**src/rtl/uart_tx_queue.sv**
```systemverilog
module uart_tx_queue #(
  parameter int DW    = 8,
  parameter int DEPTH = 16
) (
  input  logic                         clk,
  input  logic                         rst_n,
  input  logic                         wr_en,
  input  logic [DW-1:0]                wr_data,
  input  logic [$clog2(DEPTH):0]       level_cnt,
  input  logic                         tx_en,
  input  logic                         q_clear,
  input  logic                         ovf_clr,
  input  logic                         cts_ack,
  input  logic                         cts_n,
  input  logic                         shift_busy,
  output logic                         out_valid,
  output logic [DW-1:0]                out_data,
  input  logic                         out_ready,
  output logic                         st_ready,
  output logic                         st_busy,
  output logic                         irq_level,
  output logic                         irq_ovf,
  output logic                         irq_idle,
  output logic                         irq_cts
);
  localparam int AW = $clog2(DEPTH);
  localparam int CW = AW + 1;

  logic [DW-1:0] mem [DEPTH];
  logic [AW-1:0] wptr, rptr;
  logic [CW-1:0] fill;
  logic          cts_s1, cts_s2, cts_q;

  wire full  = (fill == CW'(DEPTH));
  wire empty = (fill == '0);
  wire pop   = out_valid && out_ready;
  wire push  = wr_en && !full;
  wire cts_edge = cts_s2 ^ cts_q;

  assign out_valid = tx_en && !empty;
  assign out_data  = mem[rptr];
  assign st_ready  = !full;
  assign st_busy   = !empty || shift_busy;
  assign irq_level = (fill <= level_cnt);
  assign irq_idle  = empty && !shift_busy;

  function automatic logic [AW-1:0] bump(input logic [AW-1:0] p);
    return (p == AW'(DEPTH - 1)) ? '0 : p + 1'b1;
  endfunction

  always_ff @(posedge clk or negedge rst_n) begin
    if (!rst_n) begin
      wptr <= '0;
      rptr <= '0;
      fill <= '0;
    end else if (q_clear) begin
      wptr <= '0;
      rptr <= '0;
      fill <= '0;
    end else begin
      if (push) wptr <= bump(wptr);
      if (pop)  rptr <= bump(rptr);
      fill <= fill + CW'(push) - CW'(pop);
    end
  end

  always_ff @(posedge clk) begin
    if (push && !q_clear) mem[wptr] <= wr_data;
  end

  always_ff @(posedge clk or negedge rst_n) begin
    if (!rst_n)       irq_ovf <= 1'b0;
    else if (q_clear) irq_ovf <= 1'b0;
    else              irq_ovf <= (irq_ovf && !ovf_clr) || (wr_en && full);
  end

  always_ff @(posedge clk or negedge rst_n) begin
    if (!rst_n) begin
      cts_s1  <= 1'b1;
      cts_s2  <= 1'b1;
      cts_q   <= 1'b1;
      irq_cts <= 1'b0;
    end else begin
      cts_s1  <= cts_n;
      cts_s2  <= cts_s1;
      cts_q   <= cts_s2;
      irq_cts <= (irq_cts && !cts_ack) || cts_edge;
    end
  end


  head_hold_chk: assert property (@(posedge clk) disable iff (!rst_n)
    out_valid && !out_ready && tx_en && !q_clear |=> out_valid && $stable(out_data));


  full_hold_chk: assert property (@(posedge clk) disable iff (!rst_n)
    !st_ready && !pop && !q_clear |=> !st_ready && $stable(fill));


  ovf_sticky_chk: assert property (@(posedge clk) disable iff (!rst_n)
    irq_ovf && !ovf_clr && !q_clear |=> irq_ovf);


  idle_quiet_chk: assert property (@(posedge clk) disable iff (!rst_n)
    irq_idle |-> !out_valid && !st_busy);


  clear_empties_chk: assert property (@(posedge clk) disable iff (!rst_n)
    q_clear |=> !out_valid && !irq_ovf && st_ready && !st_busy || shift_busy);


  gate_hold_chk: assert property (@(posedge clk) disable iff (!rst_n)
    !tx_en && !wr_en && !q_clear |=> $stable(fill));


  cts_sticky_chk: assert property (@(posedge clk) disable iff (!rst_n)
    irq_cts && !cts_ack |=> irq_cts);
endmodule

```
**config.mk**
```make
export PLATFORM = sky130hd
export DESIGN_NAME = uart_tx_queue
export DESIGN_NICKNAME = d
export VERILOG_FILES = /design/src/rtl/uart_tx_queue.sv
export SDC_FILE = /design/constraint.sdc
export NUM_CORES = 1
export LEC_CHECK = 0
export ABC_AREA = 1
export BUFFER_PORTS_ARGS = -buffer_cell sky130_fd_sc_hd__buf_2
export CAP_MARGIN = 10
export CORE_ASPECT_RATIO = 2
export CORE_MARGIN = 3
export CORE_UTILIZATION = 55
export DETAILED_ROUTE_END_ITERATION = 16
export PLACE_DENSITY = 0.76
export SLEW_MARGIN = 20
export SYNTH_ARGS = -nofsm -noshare
export SYNTH_HDL_FRONTEND = slang
export SYNTH_SLANG_ARGS = --single-unit
```
**constraint.sdc**
```tcl
create_clock -name clk -period 2.5 [get_ports clk]
set_input_delay 0.5 -clock clk [delete_from_list [all_inputs] [get_ports clk]]
set_output_delay 0.5 -clock clk [all_outputs]
set_load 0.1 [all_outputs]
```
==> flow_results.org <==
** Yosys
- EDFF count, synth :: 128
- Number of standard cells after synthesis :: 688
- Post-synth ARST share :: 12.3%
- Seq cells post-synth :: 146
- Yosys top cell by area :: sky130_fd_sc_hd__edfxtp_1
- For this run, the register share of the synthesized area comes to 63.4%.
- Counting every net in the synthesized netlist gives 728.
- Leading cell types by total area after synthesis :: sky130_fd_sc_hd__edfxtp_1, sky130_fd_sc_hd__nand2_1, sky130_fd_sc_hd__dfrtp_1
- During synthesis, Yosys emitted a total of 0 warnings.
- Summed over its instances, the top area cell type makes up 56.7% of the synthesized netlist area.
- In the synthesized netlist the dominant register cell turns out to be sky130_fd_sc_hd__edfxtp_1.
- The synthesized netlist occupies a cell area of 6780 um^2.
- Mean instance size in the synthesized netlist :: 9.86 um^2
- The synthesized netlist contains 32 unique library cells.

** Finish
- Commonest non-fill, non-tap cells in the layout :: sky130_fd_sc_hd__nand2_1, sky130_fd_sc_hd__edfxtp_1, sky130_fd_sc_hd__inv_1
- Filler cells :: 842
- Most common library cell in the layout ignoring fill and taps :: sky130_fd_sc_hd__nand2_1
- Diodes inserted :: 0
- The net count of the finished layout is 797.
- Of the cells placed in the final design, the portion with a size suffix greater than 1 is 19.5%.
- Once layout is done, the placed cells without fillers occupy 8250 um^2.
- Relative to the synthesized area, the layout overhead comes to 21.6%.

** Setup path
- The endpoint identified for the worst register-to-register timing path is fill[4].
- Number of buffers and inverters on the critical path :: 3
- The slowest stage of the critical path belongs to the cell sky130_fd_sc_hd__dfrtp_4.
- Type of the worst setup path :: register to output port
- The startpoint identified for the worst register-to-register timing path is fill[3].
- Reg2reg path depth :: 13
- Worst-path maximum fanout :: 9
- Data on the critical path is required at its endpoint by roughly 2000 ps.
- Traced cell by cell, the critical path runs through clkinv_8 -> buf_12 -> nand2_1 -> nand3_2 -> nand2_1 -> nor2_2 -> nand2_1 -> nand2_2 -> buf_12.
- Peak per-stage delay on the critical path :: between 500 and 600 ps
- STA classifies the critical path startpoint as a register.
- Slack of the worst reg-to-reg path :: 130 ps
- Critical Path Sink Type :: output port
- Family with the most delay on the worst path :: flip-flops
- Worst path most repeated cell :: sky130_fd_sc_hd__nand2_1
- For the worst setup path, the data arrival time is approximately 2000 ps.

** CTS
- TritonCTS built the clock tree.
- At the later pin of the worst-skew pair, clock insertion delay measures 420 ps.
- Counting the buffers created by CTS gives 17.
- The clock net in this run drives a total of 146 sinks.
- H-Tree Level Count :: 4
- Deepest clock path buffer count :: 2
- Clock-pin slew reported for the worst setup and hold paths after clock tree synthesis :: 60 ps
- Hold repair after CTS inserted 0 buffers.
- The tree is rooted in a sky130_fd_sc_hd__clkbuf_16.

** STA
- For the final database, setup skew stands at 7.50 ps.
- Finish-stage setup viols :: 0
- The final count of hold timing violations was 0.
- For this run, the top clock speed supported by timing is 0.406 GHz.
- The final count of pins violating max slew is 0.
- Of the available clock period, the critical path in the final layout requires 98.6%.
- Setup repair after global routing could not meet its margin everywhere.
- For the finished layout, the period the worst path requires is 2460 ps.
- For the pin with the worst max-slew slack, the measured transition is 492 ps.
- Summed over all failing endpoints, the final setup total negative slack is 0 ps.
- The worst pin sits at a relative slew slack of 67.4%.

** Detailed routing
- Per-cell routed wire length :: about 17 um
- Vias per std cell :: 5.55
- Antenna Nets Post-Route :: 0
- After detailed routing, the total wire length is 16,000 um.
- Across all layers, the routed design uses 5,080 vias.
- DRC violation count after routing :: 0
- Violation count after the first detailed-routing iteration :: 609
- The first detailed-routing pass ran for 7 iterations.

** Placement
- HPWL reported at the end of detailed placement :: 10,100 um
- Buffers placed on the I/O ports in this run total 37.
- The congestion estimate from routability-driven global placement came to 0.933.
- DP Area :: 7380 um^2

** Floorplan
- Die X-Extent :: 84.5 um
- Die outline area :: 13,800 um^2
- Effective utilization at floorplan :: a little under three fifths
- 38 I/O pins were placed.
- After floorplanning, the core was sized to cover 11,900 um^2.
- Std cell rows :: 56
- Die height :: 163 um

** Global route
- Number of global-route vias before repair :: 5,010
- Largest net degree at the start of global routing :: 54
- First-pass GRT wire length :: between 20,000 and 25,000 um
- The number of antenna violations at the first check in global routing was 0.
- Overall track demand over capacity in global routing :: between 20% and 30%
- Total gr overflow :: 0

** Power
- Design Power :: about 0.0086 W
- Across the VDD grid, the largest voltage drop is 1130 uV.
- Summed over all cells, the static leakage comes to about 3.6 nW.
- Power per cell area :: 1040 nW/um^2

** Worst hold path
- Hold Crit Class :: input port to async pin

** Run
- Max-cap violations in this run came to 0.

** Run status
- Run status :: complete, no violations
## stage by stage
step	utilization [%]	setup WS [ps]	hold WS [ps]	instances
finish	69.2	35.2	13.7	915
global route	69.2	-69.6	16.9	915
CTS	67.1	0.753	16.7	904
detailed placement	61.9	55.6	351	872
global placement	61.9	132	347	872
floorplan	-	19.8	204	688
## synthesized netlist by cell type, types with 2 or more instances
cell type,number
sky130_fd_sc_hd__a21oi_1,6
sky130_fd_sc_hd__ha_1,16
sky130_fd_sc_hd__nand4_1,3
sky130_fd_sc_hd__nor2_1,80
sky130_fd_sc_hd__edfxtp_1,128
sky130_fd_sc_hd__buf_6,4
sky130_fd_sc_hd__dfstp_2,3
sky130_fd_sc_hd__o21ai_0,3
sky130_fd_sc_hd__buf_2,13
sky130_fd_sc_hd__inv_1,77
sky130_fd_sc_hd__dfrtp_1,15
sky130_fd_sc_hd__clkbuf_1,2
sky130_fd_sc_hd__nand3_1,55
sky130_fd_sc_hd__xor2_1,3
sky130_fd_sc_hd__inv_2,3
sky130_fd_sc_hd__buf_4,4
sky130_fd_sc_hd__nand3_2,11
sky130_fd_sc_hd__nand2_1,248
## power by group
group          switching (W)  internal [W]  total [W]
Combinational        0.00208       0.00106    0.00314
Clock                0.00101       0.00158    0.00259
Sequential         0.0000979       0.00275    0.00285
## layer usage
| metal | part of all wire [%] | up-vias | track usage, % |
|---|---|---|---|
| met5 | 0 | - | 0 |
| met4 | 5.5 | 0 | 13.7 |
| met3 | 5.6 | 73 | 4.80 |
| met2 | 55 | 271 | 41.0 |
| met1 | 34 | 2391 | 22.4 |
| li1 | - | 2345 | - |
## registers in the layout, summed over array words and instances (netlist names)
register and count:
cts_s2 1, wptr 4, irq_ovf 1, irq_cts 1
cts_s1 1, fill 5, rptr 4, mem 128
cts_q 1
## cells by family after synthesis
logic type	synth area share, %
xor gates and xnor gates	0.517
adders and majority gates	3.25
AOI/OAI and AO/OA	0.886
buffers and inverters	7.18
DFF	63.4
and+or+nand+nor	24.8
## layout make-up
type,instances,area [um^2],area share [%]
sequential,146,4300,52.2
multi-input combinational,434,2080,25.2
timing repair buffer,75,749,9.09
clock buffer,17,425,5.16
inverter,83,332,4.02
tap,145,181,2.20
clock inverter,15,179,2.17
## worst max path at each step
stage / start / to / slack [ps] / cells after the start
global placement: fill[2] / fill[4] / 130 / 13
CTS: rptr[0] / out_data[3] / 0.8 / 9
global route: fill[3] / fill[4] / -70 / 14
floorplan: fill[2] / fill[4] / 20 / 12
finish: rptr[0] / out_data[6] / 40 / 9
detailed placement: fill[3] / fill[4] / 60 / 13
## timing repair
item                       in CTS  in global routing
pin swaps                       1                  2
gates cloned                    0                  4
gates resized for setup         3                 26
setup endpoints to repair       8                  9
buffers inserted                0                  7
(Power assumes the default switching activity.)
